**src/rtl/pw_pkg.sv**
```systemverilog
package pw_pkg;
  typedef enum logic [2:0] {
    AM_PLAIN = 3'd0,
    AM_INC   = 3'd1,
    AM_DEC   = 3'd2,
    AM_OFFS  = 3'd3,
    AM_MOD   = 3'd4,
    AM_BREV  = 3'd5
  } am_t;

  localparam int unsigned NUM_SIDES = 2;
endpackage

```
**src/rtl/pw_lane_calc.sv**
```systemverilog
module pw_lane_calc #(
  parameter int unsigned AW         = 16,
  parameter int unsigned PW         = 10,
  parameter bit          IS_WR      = 1'b0,
  parameter logic [9:0]  EXT_LAST   = 10'h1FF,
  parameter logic [9:0]  PS_FIRST   = 10'h200,
  parameter logic [9:0]  PS_LAST    = 10'h3FF
) (
  input  logic [2:0]    mode,
  input  logic          byte_acc,
  input  logic [AW-1:0] addr,
  input  logic [AW-1:0] alt,
  input  logic [PW-1:0] page,
  output logic [AW-1:0] nxt_ea,
  output logic [PW-1:0] nxt_page,
  output logic          trap
);
  import pw_pkg::*;

  localparam logic [AW-1:0] WIN_BIT = {1'b1, {(AW-1){1'b0}}};
  localparam logic [PW-1:0] PG_ONE  = {{(PW-1){1'b0}}, 1'b1};

  logic          win;
  logic [AW:0]   step, sum, dif;
  logic [AW-1:0] raw;
  logic          ovf, unf, wrap;
  logic          ovf_hold, unf_hold;

  assign win  = addr[AW-1];
  assign step = byte_acc ? (AW+1)'(1) : (AW+1)'(2);
  assign sum  = {1'b0, addr} + step;
  assign dif  = {1'b0, addr} - step;

  always_comb begin
    raw  = addr;
    ovf  = 1'b0;
    unf  = 1'b0;
    wrap = 1'b0;
    case (am_t'(mode))
      AM_INC: begin
        raw = sum[AW-1:0];
        ovf = win & sum[AW];
      end
      AM_DEC: begin
        raw = dif[AW-1:0];
        unf = win & ~dif[AW-1];
      end
      AM_OFFS, AM_MOD, AM_BREV: begin
        raw  = alt;
        wrap = win & ~alt[AW-1];
      end
      default: raw = addr;
    endcase
  end

  generate
    if (IS_WR) begin : g_wr_rules
      assign ovf_hold = (page == PW'(EXT_LAST));
      assign unf_hold = (page == PG_ONE);
      assign trap     = win & ((page == '0) | (page >= PW'(PS_FIRST)));
    end else begin : g_rd_rules
      assign ovf_hold = (page == PW'(EXT_LAST)) | (page == PW'(PS_LAST));
      assign unf_hold = (page == PG_ONE) | (page == PW'(PS_FIRST));
      assign trap     = win & (page == '0);
    end
  endgenerate

  always_comb begin
    nxt_ea   = raw;
    nxt_page = page;
    if (ovf && !ovf_hold) begin
      nxt_ea   = raw | WIN_BIT;
      nxt_page = page + PG_ONE;
    end else if (unf && !unf_hold) begin
      nxt_ea   = raw | WIN_BIT;
      nxt_page = page - PG_ONE;
    end else if (wrap) begin
      nxt_ea   = raw | WIN_BIT;
    end
    if (trap) nxt_page = page;
  end
endmodule

```
**src/rtl/pw_lane_state.sv**
```systemverilog
module pw_lane_state #(
  parameter int unsigned AW       = 16,
  parameter int unsigned PW       = 10,
  parameter logic [9:0]  PAGE_RST = 10'h001
) (
  input  logic          clk,
  input  logic          rst,
  input  logic          en,
  input  logic          ld,
  input  logic [PW-1:0] ld_val,
  input  logic [AW-1:0] nxt_ea,
  input  logic [PW-1:0] nxt_page,
  input  logic          trap_in,
  output logic [PW-1:0] page_q,
  output logic          vld_q,
  output logic [AW-1:0] ea_q,
  output logic          base_q,
  output logic          trap_q
);
  always_ff @(posedge clk) begin
    if (rst) begin
      page_q <= PW'(PAGE_RST);
      vld_q  <= 1'b0;
      ea_q   <= '0;
      base_q <= 1'b0;
      trap_q <= 1'b0;
    end else begin
      vld_q  <= en;
      trap_q <= en & trap_in;
      if (en) begin
        ea_q   <= nxt_ea;
        base_q <= ~nxt_ea[AW-1];
      end
      if (ld)      page_q <= ld_val;
      else if (en) page_q <= nxt_page;
    end
  end
endmodule

```
**src/rtl/pw_window_agen.sv**
```systemverilog
module pw_window_agen #(
  parameter int unsigned AW = 16,
  parameter int unsigned PW = 10
) (
  input  logic          clk,
  input  logic          rst,
  input  logic          rd_en,
  input  logic [2:0]    rd_mode,
  input  logic          rd_byte,
  input  logic [AW-1:0] rd_addr,
  input  logic [AW-1:0] rd_alt,
  input  logic          rd_pg_ld,
  input  logic [PW-1:0] rd_pg_val,
  input  logic          wr_en,
  input  logic [2:0]    wr_mode,
  input  logic          wr_byte,
  input  logic [AW-1:0] wr_addr,
  input  logic [AW-1:0] wr_alt,
  input  logic          wr_pg_ld,
  input  logic [PW-1:0] wr_pg_val,
  output logic          rd_vld_o,
  output logic [AW-1:0] rd_ea_o,
  output logic          rd_base_o,
  output logic          rd_trap_o,
  output logic [PW-1:0] rd_page_o,
  output logic          wr_vld_o,
  output logic [AW-1:0] wr_ea_o,
  output logic          wr_base_o,
  output logic          wr_trap_o,
  output logic [PW-1:0] wr_page_o
);
  import pw_pkg::*;

  logic          s_en   [NUM_SIDES];
  logic [2:0]    s_mode [NUM_SIDES];
  logic          s_byte [NUM_SIDES];
  logic [AW-1:0] s_addr [NUM_SIDES];
  logic [AW-1:0] s_alt  [NUM_SIDES];
  logic          s_ld   [NUM_SIDES];
  logic [PW-1:0] s_ldv  [NUM_SIDES];
  logic [AW-1:0] s_nea  [NUM_SIDES];
  logic [PW-1:0] s_npg  [NUM_SIDES];
  logic          s_trp  [NUM_SIDES];
  logic [PW-1:0] s_pg   [NUM_SIDES];
  logic          s_vld  [NUM_SIDES];
  logic [AW-1:0] s_ea   [NUM_SIDES];
  logic          s_base [NUM_SIDES];
  logic          s_trq  [NUM_SIDES];

  assign s_en[0]   = rd_en;     assign s_en[1]   = wr_en;
  assign s_mode[0] = rd_mode;   assign s_mode[1] = wr_mode;
  assign s_byte[0] = rd_byte;   assign s_byte[1] = wr_byte;
  assign s_addr[0] = rd_addr;   assign s_addr[1] = wr_addr;
  assign s_alt[0]  = rd_alt;    assign s_alt[1]  = wr_alt;
  assign s_ld[0]   = rd_pg_ld;  assign s_ld[1]   = wr_pg_ld;
  assign s_ldv[0]  = rd_pg_val; assign s_ldv[1]  = wr_pg_val;

  for (genvar g = 0; g < NUM_SIDES; g++) begin : g_side
    pw_lane_calc #(
      .AW(AW), .PW(PW), .IS_WR(g == 1)
    ) u_calc (
      .mode     (s_mode[g]),
      .byte_acc (s_byte[g]),
      .addr     (s_addr[g]),
      .alt      (s_alt[g]),
      .page     (s_pg[g]),
      .nxt_ea   (s_nea[g]),
      .nxt_page (s_npg[g]),
      .trap     (s_trp[g])
    );

    pw_lane_state #(
      .AW(AW), .PW(PW)
    ) u_state (
      .clk      (clk),
      .rst      (rst),
      .en       (s_en[g]),
      .ld       (s_ld[g]),
      .ld_val   (s_ldv[g]),
      .nxt_ea   (s_nea[g]),
      .nxt_page (s_npg[g]),
      .trap_in  (s_trp[g]),
      .page_q   (s_pg[g]),
      .vld_q    (s_vld[g]),
      .ea_q     (s_ea[g]),
      .base_q   (s_base[g]),
      .trap_q   (s_trq[g])
    );
  end

  assign rd_vld_o  = s_vld[0];  assign wr_vld_o  = s_vld[1];
  assign rd_ea_o   = s_ea[0];   assign wr_ea_o   = s_ea[1];
  assign rd_base_o = s_base[0]; assign wr_base_o = s_base[1];
  assign rd_trap_o = s_trq[0];  assign wr_trap_o = s_trq[1];
  assign rd_page_o = s_pg[0];   assign wr_page_o = s_pg[1];
endmodule

```
**config.mk**
```make
export PLATFORM = sky130hd
export DESIGN_NAME = pw_window_agen
export DESIGN_NICKNAME = d
export VERILOG_FILES = /design/src/rtl/pw_pkg.sv /design/src/rtl/pw_lane_calc.sv /design/src/rtl/pw_lane_state.sv /design/src/rtl/pw_window_agen.sv
export SDC_FILE = /design/constraint.sdc
export NUM_CORES = 1
export LEC_CHECK = 0
export CAP_MARGIN = 20
export CORE_ASPECT_RATIO = 1.75
export CORE_MARGIN = 8
export CORE_UTILIZATION = 40
export CTS_CLUSTER_DIAMETER = 200
export CTS_CLUSTER_SIZE = 40
export DETAILED_ROUTE_END_ITERATION = 16
export DONT_BUFFER_PORTS = 1
export PLACE_DENSITY = 0.55
export SETUP_SLACK_MARGIN = 0.1
export SYNTH_ARGS = -nofsm -noshare
export SYNTH_HDL_FRONTEND = slang
export SYNTH_SLANG_ARGS = --single-unit
```
**constraint.sdc**
```tcl
create_clock -name clk -period 3.3 [get_ports clk]
set_input_delay 0.33 -clock clk [delete_from_list [all_inputs] [get_ports clk]]
set_output_delay 0.33 -clock clk [all_outputs]
set_load 0.01 [all_outputs]
```
* Word level (Yosys, flattened, before mapping)
Index checks and enable logic that the tools add are counted.
** Storage, ports and cells
- Input port bits :: 98
- Logic and storage cells :: 100
- Register bits :: 58
- Output and inout bits :: 58
** Operators by class
- Eq/ne operators :: 18
- Multiplexer cells :: 26
- Reduce and logical (&&, ||, !) cells :: 18
- Add/subtract/negate cells :: 8
- Magnitude comparators :: 1
- Bitwise gates (word level) :: 19
** Operators with widths (count)
- 10-bit 2-to-1 mux :: 10
- 16-bit 2-to-1 mux :: 6
- 16-bit one-hot mux with 3 select lines :: 2
- 16-bit by 17-bit adder with 17-bit output :: 2
- 16-bit subtractor :: 2
- 10-bit by 1-bit adder with 10-bit output (second input constant) :: 2
- 10-bit by 1-bit equality test with 1-bit output (second input constant) :: 2
- 10-bit equality test (second input constant) :: 2
- 10-bit by 9-bit equality test with 1-bit output (second input constant) :: 2
- 10-bit logical NOT :: 2
- 10-bit by 1-bit subtractor with 10-bit output (second input constant) :: 2
- 3-bit by 2-bit equality test with 1-bit output (second input constant) :: 4
- 3-bit equality test (second input constant) :: 4
- 1-bit bitwise AND :: 10
- 10-bit >= comparator (second input constant) :: 1
- 3-bit by 1-bit equality test with 1-bit output (second input constant) :: 2
- 1-bit 2-to-1 mux :: 6
- 1-bit inverter :: 6
- 3-bit AND reduction :: 2
- 3-bit nonzero test :: 2
- 3-bit OR reduction :: 2
- 1-bit logical AND :: 4
- 1-bit logical NOT :: 4
- 2-bit 2-to-1 mux :: 2
- other kinds (3) :: 7

* Depth between registers and ports, before layout
- Depth in word-level cells :: 11
- Depth in mapped cells :: 12
- Mapped depth without buffers :: 12

* By module
A second synthesis with hierarchy kept.
** Unflattened totals
- Cell total of the unflattened synthesis :: 817
- Area, all modules :: 6194.7 µm²
** Modules (own cells, without submodules)
- pw_lane_state :: instances 2, cells an instance 104, sequential area each 580.6 µm², area an instance 1124.8 µm²
- pw_lane_calc (g_side[1].u_calc) :: instances 1, cells an instance 314, sequential area each 0.0 µm², area an instance 2030.7 µm²
- pw_lane_calc (g_side[0].u_calc) :: instances 1, cells an instance 295, sequential area each 0.0 µm², area an instance 1914.3 µm²

* Worst setup path before layout
No wires, ideal clock.
- Path type :: input port to flip-flop
- Start :: in wr_addr[11]
- End :: reg g_side[1].u_state.page_q[9]
- Stages on the path :: 11
- Library setup time :: 0.122 ns
- Setup slack :: 0.374 ns
- Required time :: 3.178 ns
- Arrival :: 2.804 ns
- Path buffers :: 1
- Path through :: buf_4 -> or3_2 -> or2_2 -> nor3_1 -> and2_1 -> ha_1 -> inv_1 -> a311o_1 -> a21oi_2 -> a2111oi_1 -> a311o_1
** On the way
- Longest elaborated chain between the ends :: 8
- Elaborated cells on any way between the ends :: 15
- Classes of those cells :: add/sub (2); mux (6); bitwise (3); reduce/logical (4)
** RTL lines
- from (decl) :: line pw_window_agen.sv:17 : input logic [AW-1:0] wr_addr,
- 16-bit by 17-bit adder with 17-bit output :: line pw_lane_calc.sv:31 : assign sum = {1'b0, addr} + step;
- 1-bit bitwise AND :: line pw_lane_calc.sv:42 : ovf = win & sum[AW];
- 1-bit 2-to-1 mux :: line pw_lane_calc.sv:39 : case (am_t'(mode))
- 1-bit logical AND :: line pw_lane_calc.sv:71 : if (ovf && !ovf_hold) begin
- 10-bit 2-to-1 mux :: line pw_lane_calc.sv:71
- 10-bit 2-to-1 mux :: line pw_lane_calc.sv:80 : if (trap) nxt_page = page;
- 10-bit 2-to-1 mux :: line pw_lane_state.sv:35 : else if (en) page_q <= nxt_page;
- 10-bit 2-to-1 mux :: line pw_lane_state.sv:34 : if (ld) page_q <= ld_val;
- to (signal assigned) :: line pw_lane_state.sv:22 : page_q <= PW'(PAGE_RST);
- to (signal assigned) :: line pw_lane_state.sv:34
- to (signal assigned) :: line pw_lane_state.sv:35
- to (decl) :: line pw_lane_state.sv:14 : output logic [PW-1:0] page_q,
Parallel ways exist; a longest one is shown, timed or not. The select of a mux whose other input is x is not followed.
A chain may end at the register's enable or synchronous reset.

* Worst setup path in the final report
- Start :: in wr_addr[10]
- End :: reg g_side[1].u_state.page_q[7]
The elaborated chain is that of the path after synthesis.

==> results.sh <==
export IMPL_run_status="finished, final reports clean"
export IMPL_cts_made_buffers=9
export IMPL_drc_errors=0
export IMPL_holdWs_ps=61.1
export IMPL_cts_root_buffer="clkbuf_16"
export IMPL_vias=6180
export IMPL_vdd_ir_drop_worst_mv=0.260
export IMPL_crit_fanout=8
export IMPL_min_delay_start="rst"
export IMPL_port_buffers=0
export IMPL_finalPower_mw=2.19
export IMPL_grt_use_total_pct=23.9
export IMPL_cap_viol_max_count=0
export IMPL_max_freq_mhz=367
export IMPL_final_common_cell="nand2_1"
export IMPL_antenna_cells=0
export IMPL_grt_first_pass_wirelength_um=34700
export IMPL_drtIter0Drc=380
export IMPL_grt_ovfl_total=0
export IMPL_seqPwrFrac_pct=38.2
export IMPL_start_kind="primary input"
export IMPL_setup_worst_path_start="wr_addr[10]"
export IMPL_die_x_um=107
export IMPL_p_sw_share_pct=31.1
export IMPL_synth_area_per_cell_um2=7.23
export IMPL_ys_warn_count=0
export IMPL_initial_core_util_pct=40.3
export IMPL_ys_ff_latch=58
export IMPL_final_cell_mix="nand2_1 (73), nor2_1 (64), dfxtp_1 (58), a21oi_1 (48), o21ai_0 (42)"
export IMPL_cts_setup_buffers=0
export IMPL_cp_top_family="simple AND/OR/NAND/NOR gates"
export IMPL_wl_per_cell_um=24.2
export IMPL_worstPathCellList="or3_2, or2_2, nor3_1, and2_1, ha_1, inv_1, a311o_1, o41ai_1, nand2_1, or3_1, a311oi_1"
export IMPL_synthArstFlopShare_pct=0
export IMPL_grt_max_degree=45
export IMPL_switching_power_mw=0.683
export IMPL_antenna_found_initial=0
export IMPL_required_ps=3540
export IMPL_coreArea_um2=14200
export IMPL_ios=156
export IMPL_vias_per_cell=6.59
export IMPL_slowest_stage="or3_2"
export IMPL_finClkSkew_ps=9.70
export IMPL_worstPathArrival_ps=2960
export IMPL_setup_violations=0
export IMPL_cts_hold_buf=0
export IMPL_cp_buffers_inverters=1
export IMPL_die_area_um2=18600
export IMPL_cts_resized=0
export IMPL_cp_end_kind="register"
export IMPL_syn_area_um2=5730
export IMPL_dp_hpwl_um=17600
export IMPL_timing_rr_start="g_side[1].u_state.page_q[1]"
export IMPL_gp_congestion=0.997
export IMPL_synthToLayoutAreaGrowth_pct=5.22
export IMPL_syn_num_nets=913
export IMPL_core_rowCount=58
export IMPL_clkLatencyLatePin_ps=340
export IMPL_ant_nets=0
export IMPL_cts_max_level=3
export IMPL_routed_wl_um=22700
export IMPL_synth_edf_count=0
export IMPL_dr_pass1_iters=4
export IMPL_internal_power_mw=1.51
export IMPL_synth_ff_type="dfxtp_1"
export IMPL_ys_seq_area_share_pct=20.3
export IMPL_final_hold_violation_count=0
export IMPL_drive_gt1_share_pct=6.86
export IMPL_cts_tree="built"
export IMPL_layout_nets=873
export IMPL_power_density_nw_per_um2=364
export IMPL_period_needed_ps=2730
export IMPL_hold_class="in -> reg"
export IMPL_critPathKind="in -> reg"
export IMPL_synth_cells=793
export IMPL_power_frac_comb_pct=18.4
export IMPL_p_leak_nw=2.14
export IMPL_yosysUniqueCellTypes=82
export IMPL_worst_pin_slew_ps=736
export IMPL_maxSlewViolCount=0
export IMPL_path_clk_slew_ps=60
export IMPL_clk_path_buf_depth=2
export IMPL_clock_sinks=58
export IMPL_slowest_delay_ps=500
export IMPL_setup_tns_ps=0
export IMPL_rsz0062_at_grt="false"
export IMPL_clkPwrFrac_pct=43.5
export IMPL_fin_crit_sh_pct=82.7
export IMPL_maxSlewHeadroom_pct=50.5
export IMPL_die_h_um=174
export IMPL_grt_pass1_vias=6273
state kept, by name, indices dropped and copies added (netlist names):
signal	cells
g_side.u_state.vld_q	2
g_side.u_state.ea_q	32
g_side.u_state.base_q	2
g_side.u_state.page_q	20
g_side.u_state.trap_q	2
final cells by class:
type | instances | area [um2]
Clock buffer | 9 | 225
Clock inverter | 7 | 70.1
Fill cell | 1499 | 8190
Inverter | 37 | 139
Multi-Input combinational cell | 633 | 4110
Sequential cell | 58 | 1160
Tap cell | 180 | 225
Timing Repair Buffer | 14 | 105
Yosys cell counts, types with 18 or more instances:
cell type / number / area share (%)
nor3_1: 36 / 3.1
nand2_1: 73 / 4.8
nor2_1: 64 / 4.2
mux2i_1: 19 / 3.3
inv_1: 34 / 2.2
ha_1: 18 / 3.9
o21ai_0: 42 / 3.7
dfxtp_1: 58 / 20
nand3_1: 26 / 2.3
a211oi_1: 19 / 2.5
clkbuf_1: 47 / 3.1
a21oi_1: 48 / 4.2
nand4_1: 23 / 2.5
logic make-up after synthesis:
| family | count (synthesis) | synth area share (%) |
|---|---|---|
| XOR/XNOR | 32 | 4.89 |
| flip-flops | 58 | 20.3 |
| multiplexers | 22 | 3.91 |
| buffers and inverters | 102 | 8.12 |
| AND/OR/NAND/NOR | 336 | 31.1 |
| AO/OA/AOI/OAI | 221 | 26.4 |
| adder cells (fa/ha/maj) | 22 | 5.33 |
power groups by stage:
stage                     combinational, mW  clock, mW  sequential [mW]
final                                 0.403      0.954            0.837
after global placement                0.392          0            0.855
after detailed placement              0.398          0            0.854
after CTS                             0.400      0.975            0.839
after floorplan                       0.380          0            0.824
after global routing                  0.449       1.01            0.845
metal layers:
metal	global-route usage, %	share of wire (%)	up-vias
li1	-	-	2873
met3	7.19	8.2	74
met2	46.0	55	299
met4	14.6	5.3	0
met5	0	0	-
met1	20.7	32	2934
through the flow:
step	area [um2]	setup slack [ps]	util [%]	instances
detailed placement	5740	272	40.3	922
global placement	5740	292	40.3	922
global route	6030	373	42.4	938
floorplan	5730	374	-	793
finish	6030	573	42.4	938
CTS	6030	599	42.4	938
path summary, 6_finish.rpt:
kind,to,slack [ps],cells past startpoint
hold reg to reg,g_side[1].u_state.ea_q[5],520,2
hold / removal,g_side[0].u_state.ea_q[10],60,1
setup / recovery,g_side[1].u_state.page_q[7],570,11
setup reg to reg,g_side[1].u_state.page_q[2],670,8
Power figures use the tool's default switching activity.
